===== src/rtl/sck_pkg.sv =====
package sck_pkg;

  typedef enum logic [1:0] {
    ROLE_INT_IO     = 2'd0,
    ROLE_INT_BITCLK = 2'd1,
    ROLE_INT_SERCLK = 2'd2,
    ROLE_EXT_IN     = 2'd3
  } sck_role_e;

  function automatic sck_role_e role_of(input logic sync, input logic [1:0] cke);
    if (cke[1]) return ROLE_EXT_IN;
    if (sync) return ROLE_INT_SERCLK;
    if (cke[0]) return ROLE_INT_BITCLK;
    return ROLE_INT_IO;
  endfunction

endpackage


===== src/rtl/sck_edge_sync.sv =====
module sck_edge_sync #(
  parameter int STAGES = 2
) (
  input  logic clk_i,
  input  logic rst_ni,
  input  logic pin_i,
  output logic rise_o
);
  logic [STAGES:0] chain_q;

  always_ff @(posedge clk_i or negedge rst_ni) begin
    if (!rst_ni) chain_q[0] <= 1'b0;
    else         chain_q[0] <= pin_i;
  end

  for (genvar g = 1; g <= STAGES; g++) begin : g_stage
    always_ff @(posedge clk_i or negedge rst_ni) begin
      if (!rst_ni) chain_q[g] <= 1'b0;
      else         chain_q[g] <= chain_q[g-1];
    end
  end

  assign rise_o = chain_q[STAGES-1] & ~chain_q[STAGES];

  p_rise_single_r6: assert property (@(posedge clk_i) disable iff (!rst_ni)
    rise_o |=> !rise_o);

endmodule


===== src/rtl/sck_strobe_gen.sv =====
module sck_strobe_gen
  import sck_pkg::*;
#(
  parameter int OS_RATE = 16
) (
  input  logic      clk_i,
  input  logic      rst_ni,
  input  sck_role_e role_i,
  input  logic      sync_i,
  input  logic      baud_tick_i,
  input  logic      ext_rise_i,
  output logic      os_stb_o,
  output logic      bit_stb_o,
  output logic      sck_o,
  output logic      sck_oe_o
);
  localparam int CNT_W = (OS_RATE > 1) ? $clog2(OS_RATE) : 1;
  localparam logic [CNT_W-1:0] CNT_MAX = CNT_W'(OS_RATE - 1);
  localparam logic [CNT_W-1:0] CNT_HALF = CNT_W'(OS_RATE / 2);

  logic [CNT_W-1:0] cnt_q, cnt_d;
  logic             sck_q, sck_d, oe_q, oe_d;
  logic             ext, os_src;

  assign ext    = (role_i == ROLE_EXT_IN);
  assign os_src = ext ? ext_rise_i : baud_tick_i;

  always_comb begin
    cnt_d = cnt_q;
    if (sync_i)      cnt_d = '0;
    else if (os_src) cnt_d = (cnt_q == CNT_MAX) ? '0 : cnt_q + 1'b1;
  end

  always_comb begin
    os_stb_o  = 1'b0;
    bit_stb_o = 1'b0;
    if (!sync_i) begin
      os_stb_o  = os_src;
      bit_stb_o = os_src && (cnt_q == CNT_MAX);
    end else if (ext) begin
      bit_stb_o = ext_rise_i;
    end else begin
      bit_stb_o = baud_tick_i && !sck_q;  // pin about to rise
    end
  end

  always_comb begin
    oe_d  = 1'b0;
    sck_d = 1'b1;  // idle high when not driven
    unique case (role_i)
      ROLE_INT_BITCLK: begin
        oe_d  = 1'b1;
        sck_d = (cnt_d >= CNT_HALF);
      end
      ROLE_INT_SERCLK: begin
        oe_d  = 1'b1;
        sck_d = baud_tick_i ? ~sck_q : sck_q;
      end
      default: ;
    endcase
  end

  always_ff @(posedge clk_i or negedge rst_ni) begin
    if (!rst_ni) begin
      cnt_q <= '0;
      sck_q <= 1'b1;
      oe_q  <= 1'b0;
    end else begin
      cnt_q <= cnt_d;
      sck_q <= sck_d;
      oe_q  <= oe_d;
    end
  end

  assign sck_o    = sck_q;
  assign sck_oe_o = oe_q;

  p_idle_high_r12: assert property (@(posedge clk_i) disable iff (!rst_ni)
    !sck_oe_o |-> sck_o);
  p_bit_in_os_r6: assert property (@(posedge clk_i) disable iff (!rst_ni)
    (!sync_i && bit_stb_o) |-> os_stb_o);
  p_sync_no_os_r4: assert property (@(posedge clk_i) disable iff (!rst_ni)
    (sync_i && baud_tick_i && !ext) |-> !os_stb_o);

endmodule


===== src/rtl/sck_tend_irq.sv =====
module sck_tend_irq (
  input  logic clk_i,
  input  logic rst_ni,
  input  logic teie_i,
  input  logic tdre_set_i,
  input  logic tend_set_i,
  input  logic stat_rd_i,
  input  logic stat_wr_i,
  input  logic stat_tdre_i,
  output logic tdre_o,
  output logic tend_o,
  output logic tei_o
);
  logic tdre_q, tend_q, armed_q, clr;

  assign clr = stat_wr_i && !stat_tdre_i && armed_q;

  always_ff @(posedge clk_i or negedge rst_ni) begin
    if (!rst_ni) begin
      tdre_q  <= 1'b1;
      tend_q  <= 1'b1;
      armed_q <= 1'b0;
    end else begin
      if (stat_wr_i)                armed_q <= 1'b0;
      else if (stat_rd_i && tdre_q) armed_q <= 1'b1;

      if (tdre_set_i) tdre_q <= 1'b1;
      else if (clr)   tdre_q <= 1'b0;

      if (clr)                       tend_q <= 1'b0;
      else if (tend_set_i && tdre_q) tend_q <= 1'b1;
    end
  end

  assign tdre_o = tdre_q;
  assign tend_o = tend_q;
  assign tei_o  = teie_i && tend_q;

  p_clear_both_r10: assert property (@(posedge clk_i) disable iff (!rst_ni)
    (clr && !tdre_set_i && !tend_set_i) |=> (!tdre_o && !tend_o));
  p_unarmed_write_r10: assert property (@(posedge clk_i) disable iff (!rst_ni)
    (stat_wr_i && !armed_q && !tdre_set_i) |=> (tdre_o == $past(tdre_o)));
  p_tend_needs_tdre_r9: assert property (@(posedge clk_i) disable iff (!rst_ni)
    (tend_set_i && !tdre_o && !stat_wr_i) |=> (tend_o == $past(tend_o)));

endmodule


===== src/rtl/sck_clk_ctrl.sv =====
module sck_clk_ctrl
  import sck_pkg::*;
#(
  parameter int OS_RATE     = 16,
  parameter int SYNC_STAGES = 2
) (
  input  logic       clk_i,
  input  logic       rst_ni,
  input  logic       ctrl_we_i,
  input  logic       ctrl_sync_i,
  input  logic [1:0] ctrl_cke_i,
  input  logic       ctrl_teie_i,
  input  logic       xfer_en_i,
  input  logic       baud_tick_i,
  input  logic       sck_i,
  output logic       sck_o,
  output logic       sck_oe_o,
  output logic       os_stb_o,
  output logic       bit_stb_o,
  input  logic       tdre_set_i,
  input  logic       tend_set_i,
  input  logic       stat_rd_i,
  input  logic       stat_wr_i,
  input  logic       stat_tdre_i,
  output logic       tdre_o,
  output logic       tend_o,
  output logic       tei_o
);
  logic       sync_q, teie_q, ext_rise;
  logic [1:0] cke_q;
  sck_role_e  role;

  always_ff @(posedge clk_i or negedge rst_ni) begin
    if (!rst_ni) begin
      sync_q <= 1'b0;
      cke_q  <= 2'b00;
      teie_q <= 1'b0;
    end else if (ctrl_we_i) begin
      teie_q <= ctrl_teie_i;
      if (!xfer_en_i) begin  // source locked while transferring
        sync_q <= ctrl_sync_i;
        cke_q  <= ctrl_cke_i;
      end
    end
  end

  assign role = role_of(sync_q, cke_q);

  sck_edge_sync #(.STAGES(SYNC_STAGES)) u_sync (
    .clk_i (clk_i),
    .rst_ni(rst_ni),
    .pin_i (sck_i),
    .rise_o(ext_rise)
  );

  sck_strobe_gen #(.OS_RATE(OS_RATE)) u_gen (
    .clk_i      (clk_i),
    .rst_ni     (rst_ni),
    .role_i     (role),
    .sync_i     (sync_q),
    .baud_tick_i(baud_tick_i),
    .ext_rise_i (ext_rise),
    .os_stb_o   (os_stb_o),
    .bit_stb_o  (bit_stb_o),
    .sck_o      (sck_o),
    .sck_oe_o   (sck_oe_o)
  );

  sck_tend_irq u_irq (
    .clk_i      (clk_i),
    .rst_ni     (rst_ni),
    .teie_i     (teie_q),
    .tdre_set_i (tdre_set_i),
    .tend_set_i (tend_set_i),
    .stat_rd_i  (stat_rd_i),
    .stat_wr_i  (stat_wr_i),
    .stat_tdre_i(stat_tdre_i),
    .tdre_o     (tdre_o),
    .tend_o     (tend_o),
    .tei_o      (tei_o)
  );

  p_lock_r11: assert property (@(posedge clk_i) disable iff (!rst_ni)
    (ctrl_we_i && xfer_en_i) |=> ($stable(cke_q) && $stable(sync_q)));
  p_ext_undriven_r5: assert property (@(posedge clk_i) disable iff (!rst_ni)
    cke_q[1] |=> !sck_oe_o);
  p_tei_off_r8: assert property (@(posedge clk_i) disable iff (!rst_ni)
    (ctrl_we_i && !ctrl_teie_i) |=> !tei_o);

endmodule


===== config.mk =====
export PLATFORM = sky130hd
export DESIGN_NAME = sck_clk_ctrl
export DESIGN_NICKNAME = d
export VERILOG_FILES = /design/src/rtl/sck_pkg.sv /design/src/rtl/sck_edge_sync.sv /design/src/rtl/sck_strobe_gen.sv /design/src/rtl/sck_tend_irq.sv /design/src/rtl/sck_clk_ctrl.sv
export SDC_FILE = /design/constraint.sdc
export NUM_CORES = 1
export LEC_CHECK = 0
export ABC_AREA = 1
export BUFFER_PORTS_ARGS = -buffer_cell sky130_fd_sc_hd__buf_4
export CORE_MARGIN = 8
export CORE_UTILIZATION = 49
export DETAILED_ROUTE_END_ITERATION = 7
export GPL_ROUTABILITY_DRIVEN = 0
export MAX_ROUTING_LAYER = met4
export PLACE_DENSITY_LB_ADDON = 0.3
export SLEW_MARGIN = 20
export SYNTH_ARGS = -nofsm -noshare
export SYNTH_HDL_FRONTEND = slang
export SYNTH_HIERARCHICAL = 1
export SYNTH_SLANG_ARGS = --single-unit

===== constraint.sdc =====
create_clock -name clk_i -period 2.2 [get_ports clk_i]
set_clock_uncertainty 0.15 [all_clocks]
set_input_delay 0.11 -clock clk_i [delete_from_list [all_inputs] [get_ports clk_i]]
set_output_delay 0.11 -clock clk_i [all_outputs]
set_load 0.05 [all_outputs]

* Yosys cells after proc, flatten, opt, wreduce, memory -nomap -nowiden
Cells that the tools add are included.
** Cells by class
- $add $sub $neg :: 1
- Shift-type cells :: 0
- $mul :: 0
- Divide/modulo/power cells :: 0
- Magnitude comparators :: 1
- Reductions and logical operators :: 14
- Bitwise logic cells :: 4
- Mux-type cells :: 28
- Eq/ne operators :: 5
** Operator list (count)
- 2-to-1 mux 1 bit :: 18
- 2-to-1 mux 2 bit :: 6
- 2-to-1 mux 4 bit :: 3
- logical AND 1 bit :: 7
- nonzero test 2 bit :: 3
- adder 4 x 1 -> 4 bit (second input constant) :: 1
- == test 2 bit (second input constant) :: 2
- == test 4 bit (second input constant) :: 1
- greater-or-equal comparator 4 bit (second input constant) :: 1
- inverter 1 bit :: 3
- == test 2 x 1 -> 1 bit (second input constant) :: 1
- logical NOT 1 bit :: 2
- inequality test 2 bit (second input constant) :: 1
- one-hot mux 1 bit (2 select lines) :: 1
- AND reduction 2 bit :: 1
- OR reduction 2 bit :: 1
- bitwise AND 1 bit :: 1
** Word-level totals
- Memories :: 0
- Bits in latches :: 0
- Input port bits :: 15
- Output and inout bits :: 7
- Bits in read-only memories :: 0
- Logic and storage cells :: 65
- Bits in writable memories :: 0
- Bits in registers :: 16

* Depth between registers and ports, before layout
- Depth after elaboration :: 13
- Depth in mapped cells :: 10
- Mapped depth without buffers :: 10

* By module
The synthesis kept the hierarchy.
** By module, submodules not included
- sck_strobe_gen :: times used 1, seq. area each 151.4 sq um, area each 387.9 sq um, cells an instance 50
- sck_clk_ctrl :: times used 1, seq. area each 100.1 sq um, area each 177.7 sq um, cells an instance 21
- sck_tend_irq :: times used 1, seq. area each 77.6 sq um, area each 132.6 sq um, cells an instance 17
- sck_edge_sync :: times used 1, seq. area each 75.1 sq um, area each 85.1 sq um, cells an instance 5

* Worst setup path before layout
Ideal clock, no wire load.
- Kind :: reg-to-output
- From :: register sync_q
- To :: output port bit_stb_o
- Required time :: 1.940 ns
- Slack :: -0.152 ns
- Data arrival time :: 2.092 ns
- Stages on the path, launching flop included :: 7
- Cell sequence :: dfrtp_1 > or2_2 > ha_1 > inv_1 > nand2_2 > or2_0 > a31oi_1
** On the way
- Cells in the longest elaborated chain, start to end :: 9
- Elaborated cells between the ends (all ways) :: 12
** RTL lines
- start: declaration :: line sck_clk_ctrl.sv:29 : logic sync_q, teie_q, ext_rise;
- start signal: assignment :: line sck_clk_ctrl.sv:41 : sync_q <= ctrl_sync_i;
- 2-to-1 mux 2 bit :: line sck_pkg.sv:12 : if (sync) return ROLE_INT_SERCLK;
- 2-to-1 mux 2 bit :: line sck_pkg.sv:13 : if (cke[0]) return ROLE_INT_BITCLK;
- 2-to-1 mux 2 bit :: line sck_pkg.sv:14 : return ROLE_INT_IO;
- 2-to-1 mux 2 bit * :: line sck_pkg.sv:13
- 2-to-1 mux 2 bit * :: line sck_pkg.sv:12
- named net role[1] :: line sck_clk_ctrl.sv:31 : sck_role_e role;
- == test 2 bit * :: line sck_strobe_gen.sv:25 : assign ext = (role_i == ROLE_EXT_IN);
- 2-to-1 mux 1 bit :: line sck_strobe_gen.sv:26 : assign os_src = ext ? ext_rise_i : baud_tick_i;
- logical AND 1 bit :: line sck_strobe_gen.sv:39 : bit_stb_o = os_src && (cnt_q == CNT_MAX);
- 2-to-1 mux 1 bit * :: line sck_strobe_gen.sv:37 : if (!sync_i) begin
- end: declaration :: line sck_clk_ctrl.sv:19 : output logic bit_stb_o,
The timed path passes the listed nets; every way through them passes the cells marked *. The select of a mux whose other input is x is not followed.

* Worst setup path in the final report
- From :: register sync_q
- To :: output port os_stb_o
** On the way
- Cells in the longest elaborated chain, start to end :: 8
- Elaborated cells between the ends (all ways) :: 10
** RTL lines
- 2-to-1 mux 2 bit :: line sck_pkg.sv:12
- 2-to-1 mux 2 bit :: line sck_pkg.sv:13
- 2-to-1 mux 2 bit :: line sck_pkg.sv:14
- 2-to-1 mux 2 bit * :: line sck_pkg.sv:13
- 2-to-1 mux 2 bit * :: line sck_pkg.sv:12
- named net role[0] :: line sck_clk_ctrl.sv:31
- == test 2 bit * :: line sck_strobe_gen.sv:25
- 2-to-1 mux 1 bit * :: line sck_strobe_gen.sv:26
- 2-to-1 mux 1 bit * :: line sck_strobe_gen.sv:37
- end: declaration :: line sck_clk_ctrl.sv:18 : output logic os_stb_o,
Marked as above.

==> results.txt <==
Synthesis inferred 16 register bits. The maximum frequency from static timing analysis came out at 0.472 GHz. The worst hold-check path type is input port to asynchronous set/reset pin.

The synthesized netlist cell count came out at 93. After layout, the worst path uses between 90% and 100% of the clock period. The total of warnings raised by yosys is 6. Walking the worst path, the cells encountered are buf_4 > o21bai_4 > ha_2 > nand2_2 > nand2_4 > inv_1 > nor2_1 > buf_4. The kind of launch point of the worst setup path is a flop. The post-synthesis average cell area came out at 8.42 um^2. The final critical-path required period is 2.12 ns. The tree is rooted in a clkbuf_4.

Buffers inserted during clock tree synthesis total 3. The fraction of layout cells with a size suffix above 1 came out at between 30 and 40%. The number of failing setup endpoints in the final timing report is 0. The relative max-transition margin came out at between 80% and 90%. The count of routing violations after the opening detailed-route iteration is 18.

The number of enable-type register cells in the synthesized netlist is 0. The via count is slightly below 800. STA classifies the critical path endpoint as a primary output. The run finished with clean final reports.

By instance count, the cell type seen most on the critical path is buf_4. The number of violations of the max-capacitance limit came out at 0. The number of antenna diodes came out at 0. The critical path's largest stage delay came out at 0.39 ns.

The average routed wire per standard cell is 14.0 um. The via density per instance is roughly 5.0. The clock transition at the registers of the reported paths came out at 0.11 ns.

The number of optimization iterations in the first detailed-route pass is 4. The wire length after detailed routing came out at 2220 um. The number of slew-limit violations in the final report came out at 0.

After layout, the design draws a total of between 0.0009 and 0.001 W. The die outline area came out at 0.00313 mm^2. The worst setup path category is flop to primary output.

The power per unit of standard cell area is between 700 and 800 mW/mm^2. The slew of the pin with the lowest slew margin came out at 0.208 ns. Data on the critical path is required at its endpoint by 1.94 ns. The post-route core utilization came out at 84.6%. In the layout the commonest cells are buf_4, nand2_1, dlygate4sd3_1.

The number of port buffers is 21. The part of the power in registers came out at 39.9%. The die extent in x is 56.0 um.

In this run the cell area of the synthesized design comes to about 800 um^2. Across the VDD grid, the largest voltage drop is 0.621 mV. The total global routing overflow came out at 0. Leaving out fill and tap cells, the most frequent cell in the layout is buf_4. The fraction of power spent switching nets came out at 36.6%.

The area growth from synthesis to layout came out at 62.6%. For this run, the leading register cell type out of synthesis is dfrtp_1. The I/O pin count came out at 22. The height of the die is 56.0 um. The first-pass GRT wire length is 3550 um. The maximum number of pins on one net before global-route repair is 17. Summing all multi-input logic gate instances after layout gives 344 um^2. The number of global-route vias before repair came to 862.

The remaining antenna violation count after routing is 0. For this design the static power due to leakage is 0.660 nW. The final-stage net count is 163. The hold violation total from the final report came out at 0. The worst-case clock buffer depth came out at 2.

Of all nets on the critical path, the largest fanout is 7. In this run the number of H-tree levels came out at 1. The internal power component is 0.000592 W. The final cell count without fillers is 159. The number of distinct library cells after synthesis came out at 20. The cell type of the slowest stage on the worst timing path is dfrtp_1. The core box area is 0.00151 mm^2. The HPWL reported at the end of detailed placement came out at around 1200 um. Per report_power, the combinational group accounts for 38.3% of the total. The combined flip-flop and latch cell area is between 400 and 500 um^2. The global routing usage summed across all routing layers came out at 14.7%. The clock latency on the worst-skew pair came out at 0.30 ns.

The clock net in this run drives a total of 16 sinks. The part of the power in the clock network came out at between 20% and 30%. The proportion of register bits with asynchronous set or reset after synthesis is 100%. The total net switching power is about 0.00034 W. After detailed routing, the number of remaining DRC violations is 0. The starting density of the core is 52.0%. The final-layout fill cell count came out at a little under 80. The sequential cell area fraction in the yosys report came out at 51.6%.

The setup check on the worst reg-to-reg path leaves a slack of 0.40 ns. The cell count after placement is 131. The post-synth net total came out at 112.

The initial antenna violation count came to 0. The count of standard-cell rows is 14. The data arrival time at the worst-slack endpoint is 1.86 ns.

TritonCTS built the clock tree.
[worst max-delay path, delay by kind of cell (launching register included)]
family                   cells  cell delay, ns
AO/OA/AOI/OAI                1            0.17
flip-flops                   1            0.39
AND/OR/NAND/NOR              3            0.31
adder cells (fa/ha/maj)      1            0.21
buffers and inverters        3            0.48
[cell families after synthesis]
group / share of synthesized area, %
adders and majority gates: 6.39
buffers and inverters: 8.63
DFF: 51.6
AOI/OAI and AO/OA: 7.35
and+or+nand+nor: 26.0
[routing by layer]
metal | track usage, % | vias up | part of all wire, %
met5 | - | - | 0
met4 | 8.59 | 0 | 2.7
met3 | 7.53 | 6 | 5.1
met2 | 23.8 | 21 | 51
met1 | 13.7 | 381 | 41
li1 | - | 384 | -
[path summary, 6_finish.rpt]
kind,cells after the start,end,startpoint
hold reg to reg,0,u_sync/chain_q[1],u_sync/chain_q[0]
setup / recovery,8,os_stb_o,sync_q
max in group asynchronous,2,u_gen/sck_o,rst_ni
setup reg to reg,9,u_gen/cnt_q[2],sync_q
hold / removal,2,teie_q,rst_ni
min in group clk_i,0,u_sync/chain_q[1],u_sync/chain_q[0]
[final cells by class]
cell class	instances	share of cell area, %
tap	16	1.57
clock buffer	4	2.85
timing repair buffer	46	31.5
sequential	16	31.7
inverter	18	5.30
multi-input combinational	59	27.0
[timing repair]
action,CTS,global route
endpoints found under the setup margin,2,2
endpoints found under the hold margin,25,0
buffers inserted,0,3
hold buffers,21,0
gates resized for setup,2,5
pin swaps,0,3
[power groups by stage]
stage               Combinational, W  Sequential, W  Clock, W
floorplan                   0.000128       0.000434         0
global placement            0.000274       0.000374         0
detailed placement          0.000283       0.000376         0
CTS                         0.000324       0.000371  0.000197
global route                0.000384       0.000379  0.000220
finish                      0.000357       0.000372  0.000204
[per-stage QoR]
step / hold WS, ns / instance area, um^2 / setup slack [ns] / setup TNS, ns
finish: 0.0673 / 1270 / 0.0817 / 0
global route: 0.0775 / 1270 / -0.00767 / -0.00767
CTS: 0.0691 / 1230 / 0.0109 / 0
detailed placement: -0.171 / 975 / 0.251 / 0
global placement: -0.173 / 975 / 0.335 / 0
floorplan: -0.336 / 790 / 0.0680 / 0
[cells in the mapped netlist, types with 2 or more instances]
master / n / area [um^2]
nand2_1: 23 / 86.3
inv_1: 18 / 67.6
dfrtp_1: 13 / 325
nor2_1: 7 / 26.3
a21oi_1: 5 / 25.0
nand3_1: 5 / 25.0
ha_1: 4 / 50.1
dfstp_2: 3 / 78.8
nand2_2: 2 / 12.5
nor3_1: 2 / 10.0
o21ai_0: 2 / 10.0
[flip-flops by register name, indices dropped and copies added (netlist names)]
name and count:
u_gen/cnt_q 4, u_sync/chain_q 3, cke_q 2, sync_q 1
teie_q 1, u_gen/sck_o 1, u_gen/sck_oe_o 1, u_irq/armed_q 1
u_irq/tdre_o 1, u_irq/tend_o 1
Note: power is estimated with default switching activity, not from simulation.
